$ cat src/rtl/dwt_pkg.sv
package dwt_pkg;

    localparam int MAP_W = 16;

    typedef logic [MAP_W-1:0] map_word_t;

    typedef enum logic [2:0] {
        SP_UNIFIED = 3'd0,
        SP_INSN    = 3'd1,
        SP_DATA    = 3'd2,
        SP_IO      = 3'd3,
        SP_NONE    = 3'd7
    } space_e;

    typedef struct packed {
        logic       io_mode;
        logic [1:0] region;
        logic [9:0] segment;
    } map_fields_t;

    typedef struct packed {
        logic [31:0] addr;
        space_e      space;
        logic        bad;
    } map_result_t;

    localparam logic [31:0] UNI_BASE   = 32'h0000_0000;
    localparam logic [31:0] INSN_BASE  = 32'h0100_0000;
    localparam logic [31:0] DATA_BASE  = 32'h0200_0000;
    localparam logic [31:0] IO_LOW     = 32'h0000_C000;
    localparam int          IO_STRIDE_SH = 16;
    localparam int          IO_BANK_SH   = 12;
    localparam int          DSEG_SH      = 16;

    function automatic map_fields_t split_map(input map_word_t w);
        map_fields_t f;
        f.io_mode = w[15];
        f.region  = w[13:12];
        f.segment = w[9:0];
        return f;
    endfunction

    function automatic map_word_t reset_map(input int idx, input int count);
        return (idx == count - 1) ? 16'h0000 : 16'h2000;
    endfunction

endpackage

$ cat src/rtl/dwt_regs.sv
module dwt_regs
    import dwt_pkg::*;
#(
    parameter int NUM_WIN = 4,
    localparam int SEL_W = $clog2(NUM_WIN)
) (
    input  logic                           clk,
    input  logic                           rst,
    input  logic                           we,
    input  logic [SEL_W-1:0]               sel,
    input  map_word_t                      wdata,
    output map_word_t                      rdata,
    output logic [NUM_WIN-1:0][MAP_W-1:0]  regs_o
);

    logic [NUM_WIN-1:0][MAP_W-1:0] regs_q;

    for (genvar g = 0; g < NUM_WIN; g++) begin : g_win
        always_ff @(posedge clk) begin
            if (rst) begin
                regs_q[g] <= reset_map(g, NUM_WIN);
            end else if (we && (sel == SEL_W'(g))) begin
                regs_q[g] <= wdata;
            end
        end
    end

    assign rdata  = regs_q[sel];
    assign regs_o = regs_q;

    AST_WRITE_LANDS: assert property (@(posedge clk) disable iff (rst)
        we |=> regs_q[$past(sel)] == $past(wdata));

    AST_RESET_IMAGE: assert property (@(posedge clk) disable iff (rst)
        $fell(rst) |-> (regs_q[0] == 16'h2000 && regs_q[NUM_WIN-1] == 16'h0000));

endmodule

$ cat src/rtl/dwt_split.sv
module dwt_split #(
    parameter int LOG_W    = 17,
    parameter int WIN_BITS = 14,
    parameter int NUM_WIN  = 4,
    parameter int CNT_W    = 16,
    localparam int IDX_W   = $clog2(NUM_WIN),
    localparam int CMP_W   = (CNT_W > WIN_BITS + 1) ? CNT_W : WIN_BITS + 1
) (
    input  logic                clk,
    input  logic                rst,
    input  logic [LOG_W-1:0]    laddr,
    input  logic [CNT_W-1:0]    req,
    output logic [IDX_W-1:0]    idx,
    output logic [WIN_BITS-1:0] off,
    output logic                out_of_range,
    output logic [CNT_W-1:0]    clipped
);

    localparam logic [LOG_W:0] LIMIT = (LOG_W+1)'(NUM_WIN) << WIN_BITS;
    localparam logic [CMP_W-1:0] WIN_SIZE = CMP_W'(1) << WIN_BITS;

    logic [CMP_W-1:0] room;
    logic [CMP_W-1:0] req_ext;

    assign out_of_range = {1'b0, laddr} >= LIMIT;
    assign idx          = laddr[WIN_BITS +: IDX_W];
    assign off          = laddr[WIN_BITS-1:0];
    assign room         = WIN_SIZE - CMP_W'(off);
    assign req_ext      = CMP_W'(req);
    assign clipped      = (req_ext <= room) ? req : CNT_W'(room);

    AST_CLIP_NOT_ABOVE_REQ: assert property (@(posedge clk) disable iff (rst)
        clipped <= req);

    AST_CLIP_NONZERO: assert property (@(posedge clk) disable iff (rst)
        (req != '0) |-> (clipped != '0));

endmodule

$ cat src/rtl/dwt_map.sv
module dwt_map
    import dwt_pkg::*;
#(
    parameter int WIN_BITS = 14,
    parameter int IDX_W    = 2
) (
    input  logic                clk,
    input  logic                rst,
    input  map_word_t           map,
    input  logic [IDX_W-1:0]    idx,
    input  logic [WIN_BITS-1:0] off,
    output map_result_t         res
);

    map_fields_t f;
    logic [1:0]  sub;
    logic [3:0]  nib;
    logic [31:0] seg_win;
    logic [31:0] off32;

    assign f       = split_map(map);
    assign sub     = off[IO_BANK_SH +: 2];
    assign nib     = map[4*(3 - int'(sub)) +: 4];
    assign seg_win = 32'(f.segment) << WIN_BITS;
    assign off32   = 32'(off);

    always_comb begin
        res.addr  = '0;
        res.space = SP_NONE;
        res.bad   = 1'b0;
        if (f.io_mode) begin
            res.addr  = DATA_BASE + (32'(nib) << IO_STRIDE_SH) + IO_LOW + off32;
            res.space = SP_IO;
        end else begin
            unique case (f.region)
                2'b00: begin
                    res.addr  = UNI_BASE + seg_win + off32;
                    res.space = SP_UNIFIED;
                end
                2'b01: begin
                    res.addr  = INSN_BASE + seg_win + off32;
                    res.space = SP_INSN;
                end
                2'b10: begin
                    res.addr  = DATA_BASE + (32'(f.segment) << DSEG_SH)
                              + (32'(idx) << WIN_BITS) + off32;
                    res.space = SP_DATA;
                end
                default: begin
                    res.bad = 1'b1;
                end
            endcase
        end
    end

    AST_RESERVED_FAULTS: assert property (@(posedge clk) disable iff (rst)
        (!map[15] && map[13:12] == 2'b11) |-> (res.bad && res.space == SP_NONE));

    AST_IO_HIGH_QUARTER: assert property (@(posedge clk) disable iff (rst)
        (res.space == SP_IO) |-> (res.addr[15:14] == 2'b11));

endmodule

$ cat src/rtl/dwt_translator.sv
module dwt_translator
    import dwt_pkg::*;
#(
    parameter int LOG_W    = 17,
    parameter int WIN_BITS = 14,
    parameter int NUM_WIN  = 4,
    parameter int CNT_W    = 16,
    localparam int IDX_W   = $clog2(NUM_WIN)
) (
    input  logic              clk,
    input  logic              rst,
    input  logic [LOG_W-1:0]  log_addr,
    input  logic [CNT_W-1:0]  req_len,
    input  logic              map_we,
    input  logic [IDX_W-1:0]  map_sel,
    input  logic [MAP_W-1:0]  map_wdata,
    output logic [MAP_W-1:0]  map_rd,
    output logic [31:0]       phys_addr,
    output logic [CNT_W-1:0]  grant_len,
    output logic [2:0]        space_tag,
    output logic              fault
);

    logic [NUM_WIN-1:0][MAP_W-1:0] regs;
    logic [IDX_W-1:0]              idx;
    logic [WIN_BITS-1:0]           off;
    logic                          oor;
    logic [CNT_W-1:0]              clipped;
    map_result_t                   mres;

    dwt_regs #(.NUM_WIN(NUM_WIN)) u_regs (
        .clk(clk), .rst(rst), .we(map_we), .sel(map_sel),
        .wdata(map_wdata), .rdata(map_rd), .regs_o(regs)
    );

    dwt_split #(.LOG_W(LOG_W), .WIN_BITS(WIN_BITS), .NUM_WIN(NUM_WIN), .CNT_W(CNT_W)) u_split (
        .clk(clk), .rst(rst), .laddr(log_addr), .req(req_len),
        .idx(idx), .off(off), .out_of_range(oor), .clipped(clipped)
    );

    dwt_map #(.WIN_BITS(WIN_BITS), .IDX_W(IDX_W)) u_map (
        .clk(clk), .rst(rst), .map(regs[idx]), .idx(idx), .off(off), .res(mres)
    );

    always_comb begin
        fault     = oor || mres.bad;
        phys_addr = fault ? '0 : mres.addr;
        grant_len = fault ? '0 : clipped;
        space_tag = fault ? SP_NONE : mres.space;
    end

    AST_RANGE_FAULT: assert property (@(posedge clk) disable iff (rst)
        ({1'b0, log_addr} >= ((LOG_W+1)'(NUM_WIN) << WIN_BITS))
            |-> (fault && space_tag == 3'd7 && grant_len == '0));

    AST_FAULT_SILENT: assert property (@(posedge clk) disable iff (rst)
        fault |-> (phys_addr == '0 && grant_len == '0));

endmodule

$ cat config.mk
export PLATFORM = sky130hd
export DESIGN_NAME = dwt_translator
export DESIGN_NICKNAME = d
export VERILOG_FILES = /design/src/rtl/dwt_pkg.sv /design/src/rtl/dwt_regs.sv /design/src/rtl/dwt_split.sv /design/src/rtl/dwt_map.sv /design/src/rtl/dwt_translator.sv
export SDC_FILE = /design/constraint.sdc
export NUM_CORES = 1
export LEC_CHECK = 0
export ABC_AREA = 0
export CAP_MARGIN = 20
export CORE_ASPECT_RATIO = 1.75
export CORE_MARGIN = 5
export CORE_UTILIZATION = 55
export DETAILED_ROUTE_END_ITERATION = 10
export DONT_BUFFER_PORTS = 1
export PLACE_DENSITY = 0.7
export SYNTH_ARGS = -nofsm -noshare
export SYNTH_HDL_FRONTEND = slang
export SYNTH_SLANG_ARGS = --single-unit
$ cat constraint.sdc
create_clock -name clk -period 5.4 [get_ports clk]
set_input_delay 0.54 -clock clk [delete_from_list [all_inputs] [get_ports clk]]
set_output_delay 0.54 -clock clk [all_outputs]
set_load 0.02 [all_outputs]
==> results <==
- The flow ran to the end, and the final reports show no timing, DRC or antenna violations.
- For this run, the slowest stage of the critical path takes 0.62 ns.
- The count of inserted antenna diode cells is 0.
- After clock tree synthesis, the clock-pin slew on the worst setup and hold paths is 0.05 ns.
- The number of synthesized register bits is 64.
- The measured slew at the worst slew-check pin is 0.854 ns.
- In this run the post-CTS setup repair buffer count came out at 0.
- Walking the worst path, the cells encountered are nor4_1, nand2_1, or4_1, ha_1, nand4b_1, nor3_1, a21boi_0, o31a_1, buf_4, mux2i_1.
- The overall fraction of global-route tracks in use is 25.3%.
- The count of input and output buffers is 0.
- The post-synthesis share of cell area spent on and, or, nand and nor gates is 22.3%.
- The area of the mapped netlist is 4490 µm².
- The number of antenna violations at the first check in global routing is 0.
- The most used flip-flop cell after synthesis is dfxtp_1.
- The worst setup path is captured at an output pin.
- For the final database, setup skew stands at 0 ns.
- The part of the total power dissipated in sequential elements is 40.6%.
- The final estimated routing congestion in global placement is 0.845.
- Summed over its instances, the top area cell type makes up 28.5% of the synthesized netlist area.
- The critical path in this run is classified as in -> out.
- The first detailed-routing pass took 5 iterations.
- The post-route minimum period is 4.30 ns.
- The share of synthesized registers carrying an async set or reset is 0%.
- The initial detailed-routing violation count is 160.
- The clock power share is 42.1%.
- The antenna violation net count after detailed routing is 0.
- Total power for the finished layout comes to 1230 µW.
- The number of rows in the core area is 43.
- The share of synthesized area spent on multiplexers is 22.2%.
- STA puts the critical path data required time at 4.86 ns.
- In this run, post-CTS repair resized a total of 0 instances.
- The growth of design area from synthesis to finish is 4.49%.
- The first global-routing pass estimated 19.6 mm of wire.
- The vertical die dimension is 130 µm.
- The die covers 10100 µm².
- The total wirelength of the detailed-routed design is 12.8 mm.
- The core region is 7960 µm².
- The net load switching power is 342 µW.
- The complex-gate fraction of the synthesized area is 14.5%.
- The root buffer cell is clkbuf_16.
- The number of nets in the finished design is 578.
- The final count of negative-setup-slack endpoints is 0.
- For this run the aggregate overflow at the end of global routing stands at 0.
- The post-route clock period utilization is 79.7%.
- By count the netlist is led by nand2_1 (158), a21oi_1 (69), dfxtp_1 (64).
- The hold violation count in the final report is 0.
- The critical path startpoint category is an input port.
- In this run, synthesis inferred 0 flip-flops with an integrated enable.
- The number of global-route vias before repair is 3786.
- Detailed placement ended at an HPWL of 9.18 mm.
- The routed via count divided by cell count is 6.33.
- The buffering stage count on the worst path with inverters included is 1.
- Of the total power, combinational logic draws 17.3%.
- The clock sink total is 64.
- The via count is 3815.
- The worst hold path begins at rst.
- The maximum clock frequency is 232 MHz.
- The count of warnings emitted by yosys is 0.
- The synthesized netlist contains 52 unique library cells.
- Setup repair after global routing left no endpoint under its margin.
- The post-synthesis instance total is 534.
- The worst min-delay path category is in -> reg.
- The leakage power is 0.00174 µW.
- The design internal power is 890 µW.
- The slowest stage of the critical path belongs to the cell nor4_1.
- The maximum number of pins on one net before global-route repair is 65.
- The mean instance size in the synthesized netlist is 8.41 µm².
- The startpoint identified for the worst register-to-register timing path is u_regs.regs_o[63].
- The final count of pins violating max slew is 0.
- The arrival time reported for the critical path endpoint is 3.76 ns.
- In this design, the largest share of critical-path delay is due to simple AND/OR/NAND/NOR gates.
- Summing the areas of all xor and xnor instances in the mapped netlist gives 2.15% of the synthesized area.
- The ratio of cells with drive above 1 in the final layout is 12.5%.
- In this run the power density over the cells is 263 nW/µm².
- The most critical setup path has its startpoint at log_addr[5].
- The most numerous cell in the Yosys netlist is nand2_1.
- The critical-path maximum fanout is 15.
- Net switching is 27.8% of the power.
- Setup total negative slack on the finished layout was measured at 0 ns.
- The number of top-level pins is 122.
- After detailed routing, the average wire length per cell comes to 21.2 µm.
- The CTS tree is built.
- The proportion of synthesized chip area in sequential cells is 28.5%.
- The maximum level of the CTS H-tree is 3.
- TritonCTS created 9 clock buffers.
- The headroom to the max-slew limit is 42.9%.
- The longest clock path from root to sink contains 2 buffers.
- The number of flip-flops under the largest register name is 64.
- For this run, design rule violations remaining after detail routing come to 0.
- Yosys attributes the largest share of cell area to dfxtp_1 (29%), mux4_2 (16%), nand2_1 (13%).
- The die width is 78.3 µm.
- The largest area contributor in the netlist is dfxtp_1.
- After synthesis, the largest family of logic cells by area is simple AND/OR/NAND/NOR gates.
- The worst IR drop on VDD is 243 µV.
- At the later pin of the worst-skew pair, clock insertion delay measures 0.33 ns.
- Across the run, the number of max-cap violations was 0.
- The starting density of the core is 56.4%.
- In this run, post-CTS hold repair placed 0 buffers.
- The synthesized netlist devotes 4.46% of its cell area to adder and majority cells.
==> final timing paths <==
kind | cells past startpoint | endpoint | slack (ns)
setup reg to reg | 2 | u_regs.regs_o[63] | 4.76
hold reg to reg | 2 | u_regs.regs_o[48] | 0.46
hold / removal | 1 | u_regs.regs_o[44] | 0.28
setup / recovery | 10 | grant_len[11] | 1.10
==> power by group through the flow <==
stage | Clock, µW | Sequential [µW] | Combinational [µW]
2_1_floorplan | 0 | 506 | 204
3_3_place_gp | 0 | 508 | 211
3_5_place_dp | 0 | 510 | 213
4_1_cts | 527 | 500 | 214
5_1_grt | 547 | 502 | 231
6_report | 518 | 500 | 213
==> cells by family after synthesis <==
kind of cell | count (synthesis)
muxes | 58
other | 1
buffers and inverters | 54
and+or+nand+nor | 225
AOI/OAI and AO/OA | 105
adders and majority gates | 16
xor gates and xnor gates | 11
DFF | 64
==> final cells by class <==
cell class,count,area [µm²]
sequential,64,1280
fill,751,3270
clock inverter,4,20.0
timing repair buffer,5,37.5
multi-input combinational,421,2970
inverter,7,26.3
tap,90,113
clock buffer,12,246
==> per-stage QoR <==
step           std cells  util, %  area [µm²]  setup slack (ns)  hold WS [ns]
3_5_place_dp         587     55.6        4430              1.09         0.454
5_1_grt              603     58.9        4690             0.770         0.265
4_1_cts              603     58.9        4690              1.09         0.270
3_3_place_gp         587     55.6        4430              1.18         0.444
6_report             603     58.9        4690              1.10         0.278
2_1_floorplan        539        -        4510              1.22         0.443
==> layout by cell type, fill, tap and decap left out, types with 6 or more instances in the layout <==
cell,count
nand2_1,158
a21oi_1,69
dfxtp_1,64
mux4_2,32
mux2i_1,23
ha_1,16
nor2_1,14
and2_1,12
a311o_1,10
a22oi_1,9
clkbuf_16,9
inv_1,7
xor2_1,6
nand3_1,6
a211oi_1,6
conb_1,6
==> layer usage <==
metal / up-vias / GRT usage, % / wire [µm]
met1: 1803 / 25.2 / 4410
met2: 161 / 48.7 / 7070
met3: 20 / 6.95 / 984
met5: - / 0 / 0
li1: 1831 / - / -
met4: 0 / 10.5 / 331
No activity file was read; power rests on OpenSTA's default activity.
